File: src/rtl/mbr_pkg.sv
package mbr_pkg;

  typedef enum logic [1:0] {PH_SPARE, PH_MAIN, PH_DONE} phase_e;

  localparam logic [2:0] MARCH_LAST_ELEM = 3'd5;

  // March C- elements, indexed 0..5:
  // up w0 | up r0 w1 | up r1 w0 | down r0 w1 | down r1 w0 | up r0
  function automatic logic march_two_ops(input logic [2:0] e);
    return (e >= 3'd1) && (e <= 3'd4);
  endfunction

  function automatic logic march_down(input logic [2:0] e);
    return (e == 3'd3) || (e == 3'd4);
  endfunction

  function automatic logic march_first_is_read(input logic [2:0] e);
    return e != 3'd0;
  endfunction

  // Bit value of the first operation; the second operation writes its inverse
  function automatic logic march_first_val(input logic [2:0] e);
    return (e == 3'd2) || (e == 3'd4);
  endfunction

endpackage

File: src/rtl/mbr_march_seq.sv
module mbr_march_seq #(
  parameter int AW  = 8,
  parameter int SAW = 6
) (
  input  logic           clk,
  input  logic           rst_n,
  output logic [AW-1:0]  t_addr,
  output logic           t_we,
  output logic           t_rd,
  output logic           t_val,
  output mbr_pkg::phase_e phase,
  output logic           t_end
);
  import mbr_pkg::*;

  localparam logic [AW-1:0] MAIN_LAST  = '1;
  localparam logic [AW-1:0] SPARE_LAST = AW'((2**SAW) - 1);

  logic [2:0]    elem;
  logic          op;
  logic [AW-1:0] addr;
  logic [AW-1:0] last;
  logic          addr_end;
  logic          op_last;
  logic [2:0]    elem_nx;
  logic [AW-1:0] start_nx;
  logic          active;

  always_comb begin
    active   = phase != PH_DONE;
    last     = (phase == PH_SPARE) ? SPARE_LAST : MAIN_LAST;
    addr_end = march_down(elem) ? (addr == '0) : (addr == last);
    op_last  = op || !march_two_ops(elem);
    elem_nx  = elem + 3'd1;
    start_nx = march_down(elem_nx) ? last : '0;
    t_addr   = addr;
    t_rd     = active && !op && march_first_is_read(elem);
    t_we     = active && (op || !march_first_is_read(elem));
    t_val    = op ? !march_first_val(elem) : march_first_val(elem);
    t_end    = (phase == PH_MAIN) && (elem == MARCH_LAST_ELEM) && addr_end && op_last;
  end

  always_ff @(posedge clk or negedge rst_n) begin
    if (!rst_n) begin
      phase <= PH_SPARE;
      elem  <= '0;
      op    <= 1'b0;
      addr  <= '0;
    end else if (active) begin
      if (!op_last) begin
        op <= 1'b1;
      end else begin
        op <= 1'b0;
        if (addr_end) begin
          if (elem == MARCH_LAST_ELEM) begin
            elem  <= '0;
            addr  <= '0;
            phase <= (phase == PH_SPARE) ? PH_MAIN : PH_DONE;
          end else begin
            elem <= elem_nx;
            addr <= start_nx;
          end
        end else begin
          addr <= march_down(elem) ? addr - 1'b1 : addr + 1'b1;
        end
      end
    end
  end

endmodule

File: src/rtl/mbr_spare_alloc.sv
module mbr_spare_alloc #(
  parameter int NSP = 4,
  parameter int LB  = 4,
  parameter int SIW = 2
) (
  input  logic                   clk,
  input  logic                   rst_n,
  input  logic                   spr_fail,
  input  logic [SIW-1:0]         spr_fail_elem,
  input  logic                   main_fail,
  input  logic [LB-1:0]          f_row,
  input  logic [LB-1:0]          f_col,
  output logic [NSP-1:0]         e_used,
  output logic [NSP-1:0]         e_isrow,
  output logic [NSP-1:0][LB-1:0] e_line,
  output logic                   alloc_fire,
  output logic                   alloc_miss,
  output logic                   unrep
);

  logic [NSP-1:0]         e_bad;
  logic [NSP-1:0][LB-1:0] e_orig;   // row of the fault that claimed a column spare
  logic                   covered;
  logic                   must_row;
  logic                   free_ok;
  logic [SIW-1:0]         pick;

  always_comb begin
    covered  = 1'b0;
    must_row = 1'b0;
    free_ok  = 1'b0;
    pick     = '0;
    for (int e = 0; e < NSP; e++) begin
      if (e_used[e]) begin
        if (e_isrow[e] && (e_line[e] == f_row)) covered = 1'b1;
        if (!e_isrow[e] && (e_line[e] == f_col)) covered = 1'b1;
        if (!e_isrow[e] && (e_orig[e] == f_row)) must_row = 1'b1;
      end
    end
    for (int e = NSP - 1; e >= 0; e--) begin
      if (!e_used[e] && !e_bad[e]) begin
        free_ok = 1'b1;
        pick    = SIW'(e);
      end
    end
    alloc_fire = main_fail && !covered && free_ok;
    alloc_miss = main_fail && !covered && !free_ok;
  end

  always_ff @(posedge clk or negedge rst_n) begin
    if (!rst_n) begin
      e_used  <= '0;
      e_isrow <= '0;
      e_bad   <= '0;
      e_line  <= '0;
      e_orig  <= '0;
      unrep   <= 1'b0;
    end else begin
      if (spr_fail) e_bad[spr_fail_elem] <= 1'b1;
      if (alloc_fire) begin
        e_used[pick]  <= 1'b1;
        e_isrow[pick] <= must_row;
        e_line[pick]  <= must_row ? f_row : f_col;
        e_orig[pick]  <= f_row;
      end
      if (alloc_miss) unrep <= 1'b1;
    end
  end

endmodule

File: src/rtl/mbr_remap.sv
module mbr_remap #(
  parameter int NSP = 4,
  parameter int LB  = 4,
  parameter int SIW = 2
) (
  input  logic [2*LB-1:0]        h_addr,
  input  logic [NSP-1:0]         e_used,
  input  logic [NSP-1:0]         e_isrow,
  input  logic [NSP-1:0][LB-1:0] e_line,
  output logic                   hit,
  output logic [SIW+LB-1:0]      s_addr
);

  logic [LB-1:0] row;
  logic [LB-1:0] col;

  always_comb begin
    row    = h_addr[2*LB-1:LB];
    col    = h_addr[LB-1:0];
    hit    = 1'b0;
    s_addr = '0;
    // column matches first, lowest index wins
    for (int e = NSP - 1; e >= 0; e--) begin
      if (e_used[e] && !e_isrow[e] && (e_line[e] == col)) begin
        hit    = 1'b1;
        s_addr = {SIW'(e), row};
      end
    end
    // row matches override column matches
    for (int e = NSP - 1; e >= 0; e--) begin
      if (e_used[e] && e_isrow[e] && (e_line[e] == row)) begin
        hit    = 1'b1;
        s_addr = {SIW'(e), col};
      end
    end
  end

endmodule

File: src/rtl/mbist_repair.sv
module mbist_repair #(
  parameter int LINE_BITS = 4,
  parameter int DW        = 8,
  parameter int NSPARE    = 4
) (
  input  logic                                clk,
  input  logic                                rst_n,
  input  logic                                host_req,
  input  logic                                host_we,
  input  logic [2*LINE_BITS-1:0]              host_addr,
  input  logic [DW-1:0]                       host_wdata,
  output logic [DW-1:0]                       host_rdata,
  output logic                                host_rvalid,
  output logic                                host_ready,
  output logic                                irq,
  input  logic                                irq_clr,
  output logic                                st_done,
  output logic                                st_pass,
  output logic                                st_repaired,
  output logic                                st_unrep,
  output logic [$clog2(NSPARE):0]             st_used,
  output logic [2*LINE_BITS-1:0]              mem_addr,
  output logic                                mem_we,
  output logic [DW-1:0]                       mem_wdata,
  input  logic [DW-1:0]                       mem_rdata,
  output logic [$clog2(NSPARE)+LINE_BITS-1:0] spr_addr,
  output logic                                spr_we,
  output logic [DW-1:0]                       spr_wdata,
  input  logic [DW-1:0]                       spr_rdata
);
  import mbr_pkg::*;

  localparam int LB  = LINE_BITS;
  localparam int SIW = $clog2(NSPARE);
  localparam int AW  = 2 * LB;
  localparam int SAW = SIW + LB;
  localparam int UW  = SIW + 1;

  phase_e                 phase;
  logic [AW-1:0]          t_addr;
  logic                   t_we;
  logic                   t_rd;
  logic                   t_val;
  logic                   t_end;
  logic                   done;
  logic [DW-1:0]          test_rdata;
  logic                   test_fail;
  logic                   spr_fail;
  logic                   main_fail;
  logic                   host_go;
  logic                   hit;
  logic [SAW-1:0]         map_addr;
  logic [NSPARE-1:0]      e_used;
  logic [NSPARE-1:0]      e_isrow;
  logic [NSPARE-1:0][LB-1:0] e_line;
  logic                   alloc_fire;
  logic                   alloc_miss;
  logic                   unrep;

  mbr_march_seq #(.AW(AW), .SAW(SAW)) u_seq (
    .clk(clk), .rst_n(rst_n), .t_addr(t_addr), .t_we(t_we), .t_rd(t_rd),
    .t_val(t_val), .phase(phase), .t_end(t_end)
  );

  always_comb begin
    done       = phase == PH_DONE;
    test_rdata = (phase == PH_SPARE) ? spr_rdata : mem_rdata;
    test_fail  = t_rd && (test_rdata != {DW{t_val}});
    spr_fail   = test_fail && (phase == PH_SPARE);
    main_fail  = test_fail && (phase == PH_MAIN);
  end

  mbr_spare_alloc #(.NSP(NSPARE), .LB(LB), .SIW(SIW)) u_alloc (
    .clk(clk), .rst_n(rst_n),
    .spr_fail(spr_fail), .spr_fail_elem(t_addr[SAW-1:LB]),
    .main_fail(main_fail), .f_row(t_addr[AW-1:LB]), .f_col(t_addr[LB-1:0]),
    .e_used(e_used), .e_isrow(e_isrow), .e_line(e_line),
    .alloc_fire(alloc_fire), .alloc_miss(alloc_miss), .unrep(unrep)
  );

  mbr_remap #(.NSP(NSPARE), .LB(LB), .SIW(SIW)) u_remap (
    .h_addr(host_addr), .e_used(e_used), .e_isrow(e_isrow), .e_line(e_line),
    .hit(hit), .s_addr(map_addr)
  );

  // Memory-side steering: the test owns both memories until done
  always_comb begin
    host_go   = host_req && done;
    mem_addr  = done ? host_addr : t_addr;
    spr_addr  = done ? map_addr : t_addr[SAW-1:0];
    mem_we    = done ? (host_go && host_we && !hit) : (t_we && (phase == PH_MAIN));
    spr_we    = done ? (host_go && host_we && hit)  : (t_we && (phase == PH_SPARE));
    mem_wdata = done ? host_wdata : {DW{t_val}};
    spr_wdata = mem_wdata;
  end

  always_ff @(posedge clk or negedge rst_n) begin
    if (!rst_n) begin
      host_rvalid <= 1'b0;
      host_rdata  <= '0;
      irq         <= 1'b0;
    end else begin
      host_rvalid <= host_go && !host_we;
      if (host_go && !host_we) host_rdata <= hit ? spr_rdata : mem_rdata;
      if (t_end)        irq <= 1'b1;
      else if (irq_clr) irq <= 1'b0;
    end
  end

  always_comb begin
    host_ready  = done;
    st_done     = done;
    st_unrep    = unrep;
    st_pass     = done && !unrep;
    st_used     = UW'($countones(e_used));
    st_repaired = st_used != '0;
  end

endmodule

File: config.mk
export PLATFORM = sky130hd
export DESIGN_NAME = mbist_repair
export DESIGN_NICKNAME = d
export VERILOG_FILES = /design/src/rtl/mbr_pkg.sv /design/src/rtl/mbr_march_seq.sv /design/src/rtl/mbr_spare_alloc.sv /design/src/rtl/mbr_remap.sv /design/src/rtl/mbist_repair.sv
export SDC_FILE = /design/constraint.sdc
export NUM_CORES = 1
export LEC_CHECK = 0
export ABC_AREA = 1
export BUFFER_PORTS_ARGS = -buffer_cell sky130_fd_sc_hd__buf_2
export CAP_MARGIN = 10
export CELL_PAD_IN_SITES_DETAIL_PLACEMENT = 1
export CELL_PAD_IN_SITES_GLOBAL_PLACEMENT = 2
export CORE_ASPECT_RATIO = 0.9
export CORE_MARGIN = 3
export CORE_UTILIZATION = 31
export DETAILED_ROUTE_END_ITERATION = 12
export PLACE_DENSITY_LB_ADDON = 0.1
export SETUP_SLACK_MARGIN = 0.15
export SLEW_MARGIN = 20
export SYNTH_ARGS = -nofsm -noshare
export SYNTH_HDL_FRONTEND = slang
export SYNTH_SLANG_ARGS = --single-unit
File: constraint.sdc
create_clock -name clk -period 2.5 [get_ports clk]
set_input_delay 0 -clock clk [delete_from_list [all_inputs] [get_ports clk]]
set_output_delay 0 -clock clk [all_outputs]
set_load 0.02 [all_outputs]
==> results of run 1 <==
where the power goes:
part           total (mW)  leakage [nW]         switching [mW]  internal, mW
registers            1.12         0.919  0.0000000000000000310          1.12
logic               0.171          2.68                  0.106        0.0651
clock network        1.47         0.163                  0.579         0.892
metal layers:
layer	global-route usage, %	vias to the layer above
met2	36.5	119
met5	0	-
met4	4.87	0
met1	31.2	2962
met3	4.49	17
li1	-	2991
critical path, stage by stage (launching register included):
cell	delay, ns
dfrtp_1	0.39
inv_2	0.15
fa_1	0.43
inv_1	0.07
ha_1	0.19
ha_4	0.21
or3_4	0.36
buf_6	0.14
path summary, 6_finish.rpt:
kind	slack, ns	from	to
worst max register to register	0.29	u_seq.elem[0]	u_seq.t_addr[7]
min in group asynchronous	0.19	rst_n	u_alloc.e_line[7]
max in group asynchronous	1.63	rst_n	u_alloc.e_orig[1]
worst min-delay path	0.01	mem_rdata[2]	host_rdata[2]
worst min register to register	0.47	u_alloc.e_bad[1]	u_alloc.e_bad[1]
worst max-delay path	0.21	u_alloc.e_used[1]	st_repaired
logic make-up (layout without fill, tap and decap cells):
kind of cell             after synthesis  in the layout
adder cells (fa/ha/maj)               10             10
AND/OR/NAND/NOR                      570            570
XOR/XNOR                              23             23
buffers and inverters                126            240
flip-flops                            69             69
AO/OA/AOI/OAI                         78             78
layout make-up:
type	instances	share of cell area, %
Clock buffer	9	3.29
Clock inverter	7	1.55
Inverter	87	4.84
Multi-Input combinational cell	681	48.2
Sequential cell	69	25.3
Tap cell	235	4.29
Timing Repair Buffer	137	12.5
repair_timing:
action	4_1_cts	5_1_grt
cloned	0	0
endpoints found under the setup margin	5	14
pin swaps	1	3
hold buffers	9	0
buffers inserted	2	6
gates resized for setup	8	19
hold endpoints to repair	27	0
cell usage in the layout (no fill, tap or decap), types with 5 or more instances in the layout:
master         synthesis  routed
buf_4                 15      41
o21bai_1               7       7
xor2_1                10      10
dfrtp_1               69      65
nand3_1               65      65
nand2_1              343     342
inv_1                 78      74
inv_2                  8      10
dlygate4sd3_1          0       9
buf_2                 12      85
nand4_1               26      26
a21oi_1               20      18
o21ai_0               37      37
nor2_1               102      98
xnor2_1               13      13
ha_1                   8       6
nand3b_1               5       5
clkbuf_16              0       9
o22ai_1                5       5
nor2_2                 1       5
flip-flops by register name (all words and copies together) (netlist names), 2 cells and up:
register and flops:
host_rdata 8, u_alloc.e_bad 4, u_alloc.e_isrow 4, u_alloc.e_line 16, u_alloc.e_orig 16, u_alloc.e_used 4
u_seq.elem 3, u_seq.phase 2, u_seq.t_addr 8
==> summary.txt, run 1 <==
Hold Path Class = input port to flip-flop
Max-slew violations = 0
Req. time, crit path = 2.50 ns
Pin count of the biggest net entering global routing = 33
XOR/XNOR Fraction of Synth Area = 3.62%
Antenna violations before repair = 0
Min-Delay Path Depth = 4
Die area = 19,600 sq um
Arr. time, crit path = 2.29 ns
Max Clk Rate = 0.437 GHz
Clock-pin slew on the worst setup and hold paths = 0.06 ns
# fillers = 2,329
Initial core utilization = 32.3%
Avg WL per Cell = 17.9 um
Max-cap violations = 0
Placed Area = 6280 sq um
Vias = 6,089
Hold Vio Cnt, Final = 0
RSZ-0062 raised after global routing = yes
Final cell area excluding filler cells = 6850 sq um
Post-synth top cells = nand2_1, nor2_1, inv_1, dfrtp_1, nand3_1
Worst setup SP type = flip-flop
Post-route ant nets = 0
Sequential-to-total area share from yosys stat = 31.1%
Clock Latency Late Sink = 0.35 ns
Clk sinks = 69
Setup TNS = 0 ns
Htree depth = 3
VDD IR-drop max = 0.310 mV
CTS tree = built
Adder-cell share of the synthesized area = 2.52%
Syn Nets = 923
Synth warn = 0
Static Leak = 3.76 nW
Vias per inst = 4.97
Num CTS Buffers = 9
Number of synthesized register bits = 69
Register Area = 1730 sq um
ANT cells = 0
Util after Layout = 39.7%
Layout Nets = 1,032
Met3 WL post-DR = 880 um
Dominant cell by count in the synthesized netlist = nand2_1
Largest family of logic cells by synthesized area = simple AND/OR/NAND/NOR gates
Area leader, netlist = dfrtp_1
Post-Layout Cell Count = 1,225
# setup viols final = 0
Detailed Place HPWL = 17,100 um
Final GP Congestion = 0.892
Longest Clk Path Bufs = 2
Relative slew slack = 50.9%
Die width = 147 um
Multi-input logic area = 3300 sq um
Rows = 45
Tmin final = 2.29 ns
Crit. End Element = output port
Synthesized area = 5560 sq um
Status = finished clean
First-pass GRT wire length = 34,800 um
Power Density = 403 nW/um^2
Fin worst setup slack = 0.213 ns
M1 WL = 10,600 um
Clk_skew = 0.00751 ns
Syn avg cell area = 6.34 sq um
Drt total wl = 21,900 um
Mux cell area share after synthesis = 0%
DR pass1 iterations = 5
GR Overflow Total = 0
Reg2Reg Depth = 15
Clock root buffer master = clkbuf_16
Hold Slack = 0.0134 ns
Worst-margin pin slew = 0.731 ns
Die height = 133 um
Crit share post-route = 91.5%
Met2 WL = 10,200 um
Synthesis-to-layout area growth = 23.2%
Syn Inst Count = 876
Crit Path Max Fanout = 4
Post-synth cell types = 43
Core outline area = 17,200 sq um
Area share of the largest cell type after synthesis = 31.1%
Placed Cells = 1,192
Prevailing post-synth register cell = dfrtp_1
Synth area leaders = dfrtp_1, nand2_1, nor2_1
Highest routed layer = met4
Synth Area in Compound Gates = 8.13%
Number of flops mapped to enable cells by yosys = 0
Port Buf Inserts = 86
CP Class = flip-flop to output port
Ports = 87
Place WS = 0.0892 ns
Gr usage total = 22.5%
DRC viols = 0
Simple-gate area share of the yosys netlist = 44.0%
Number of global-route vias before repair = 6,239
Power, Total = 2.76 mW
Async S/R FF share, synth = 100%
Layout cells sized above 1 = 19.7%
Starting DRT DRC Count = 308
(Power assumes the default switching activity.)
==> inputs of run 2 (changes only) <==
--- a/config.mk
+++ b/config.mk
@@ -14,7 +14,9 @@
 export CORE_MARGIN = 3
 export CORE_UTILIZATION = 31
 export DETAILED_ROUTE_END_ITERATION = 12
+export GPL_TIMING_DRIVEN = 0
 export PLACE_DENSITY_LB_ADDON = 0.1
+export RECOVER_POWER = 100
 export SETUP_SLACK_MARGIN = 0.15
 export SLEW_MARGIN = 20
 export SYNTH_ARGS = -nofsm -noshare
==> run 2 against run 1 <==
Die area is the same; sequential share of layout area shrank 0.12 points; via count grew 0.20%; non-clock buffer count grew 9; the run now ends with capacitance limit, slew limit left; sequential power is essentially flat; clock power shrank 17%.
==> summary.txt, run 2 (synthesis results as in run 1) <==
Status = finished with violations
Failing checks = capacitance limit, slew limit
Pin count of the biggest net entering global routing = 46
Placed Cells = 1,196
First-pass GRT wire length = 34,600 um
Die area = 19,600 sq um
Post-Layout Cell Count = 1,236
Longest Clk Path Bufs = 2
GR Overflow Total = 0
# fillers = 2,325
Max Clk Rate = 0.442 GHz
CTS tree = built
Hold Vio Cnt, Final = 0
CP Class = flip-flop to output port
Initial core utilization = 32.3%
Final cell area excluding filler cells = 6890 sq um
Die width = 147 um
Gr usage total = 22.4%
Util after Layout = 40.0%
Num CTS Buffers = 9
Clk_skew = 0.00857 ns
Setup TNS = 0 ns
ANT cells = 0
Power Density = 363 nW/um^2
Clock-pin slew on the worst setup and hold paths = 0.06 ns
Core outline area = 17,200 sq um
Hold Path Class = input port to flip-flop
Rows = 45
Layout cells sized above 1 = 18.2%
DR pass1 iterations = 4
Clock Latency Late Sink = 0.35 ns
Relative slew slack = -4.67%
Worst-margin pin slew = 1.57 ns
VDD IR-drop max = 0.303 mV
Static Leak = 3.65 nW
Register Area = 1730 sq um
Ports = 87
Htree depth = 3
Most common cell after layout, fill and taps aside = nand2_1
Req. time, crit path = 2.50 ns
Worst setup SP type = flip-flop
Max-cap violations = 1
DRC viols = 0
Tmin final = 2.26 ns
Crit Path Max Fanout = 4
Crit. End Element = output port
Arr. time, crit path = 2.26 ns
Multi-input logic area = 3360 sq um
Synthesis-to-layout area growth = 24.0%
Max-slew violations = 25
Vias per inst = 4.94
Avg WL per Cell = 17.7 um
Placed Area = 6300 sq um
Detailed Place HPWL = 16,600 um
RSZ-0062 raised after global routing = yes
Clk sinks = 69
Antenna violations before repair = 0
Most frequent cells in the layout = nand2_1, nor2_1, inv_1
Layout Nets = 1,043
Post-route ant nets = 0
Clock root buffer master = clkbuf_16
Power, Total = 2.50 mW
R2r setup slk = 0.26 ns
Drt total wl = 21,900 um
Vias = 6,101
Port Buf Inserts = 84
Final GP Congestion = 0.853
Number of global-route vias before repair = 6,224
Crit share post-route = 90.5%
Die height = 133 um
# setup viols final = 0
Starting DRT DRC Count = 361
Largest regs = u_alloc.e_line: 16 flops, u_alloc.e_orig: 16 flops
## run 2: changes by cell type in the layout (fill, tap and decap cells not counted), moves of 6 or more
cell and change:
buf_2 -24, buf_4 -13, buf_6 +6, clkbuf_1 +34
## run 2: area by class of cell
| cell class | instances | share of cell area (%) |
|---|---|---|
| plain buffers | 39 | 4.05 |
| multi-input cells | 683 | 48.8 |
| inverters | 87 | 4.90 |
| clock buffers | 10 | 3.32 |
| repair buffers | 107 | 8.95 |
| flip-flops and latches | 69 | 25.2 |
| well taps | 235 | 4.27 |
| clock inverters | 6 | 0.563 |
## run 2: worst paths after layout
kind / end / from / cells after the start
setup reg to reg: u_seq.t_addr[6] / u_seq.elem[1] / 14
max in group asynchronous: u_alloc.e_used[3] / rst_n / 2
hold reg to reg: host_rdata[2] / host_rdata[2] / 2
setup / recovery: st_repaired / u_alloc.e_used[1] / 7
hold / removal: host_rdata[3] / spr_rdata[3] / 5
min in group asynchronous: u_alloc.e_line[14] / rst_n / 2
## run 2: per-layer routing
layer  up-vias  track usage, %  wire length [um]
li1       3016               -                 -
met1      2936            32.6             10800
met2       127            34.8              9730
met3        22            3.46              1020
met4         0            5.64               352
met5         -               0                 0
## run 2: worst max-delay path, cell delays in order, from the launching register on
cell	delay, ns
dfrtp_1	0.40
inv_2	0.12
fa_1	0.42
inv_1	0.07
ha_2	0.18
ha_4	0.19
or3_1	0.36
buf_4	0.16
## run 2: timing repair
action / CTS / global route
cloned: 0 / 2
pin swaps: 0 / 5
hold endpoints to repair: 73 / 0
hold buffers: 6 / 0
buffers inserted: 3 / 13
setup endpoints to repair: 41 / 53
gates resized for setup: 13 / 42
## run 2: where the power goes
| group | internal [mW] | leakage, nW | switching (mW) |
|---|---|---|---|
| logic | 0.0623 | 2.61 | 0.103 |
| registers | 1.12 | 0.917 | 0.0000000000000000372 |
| clock network | 0.670 | 0.129 | 0.547 |
## run 2: through the flow
step | setup slack [ns] | hold WS [ns]
final | 0.237 | 0.00834
after global routing | 0.0638 | 0.0449
after CTS | 0.124 | 0.000838
after detailed placement | -0.0911 | -0.0537
after global placement | -0.0663 | 0.205
after floorplan | 0.382 | -0.296
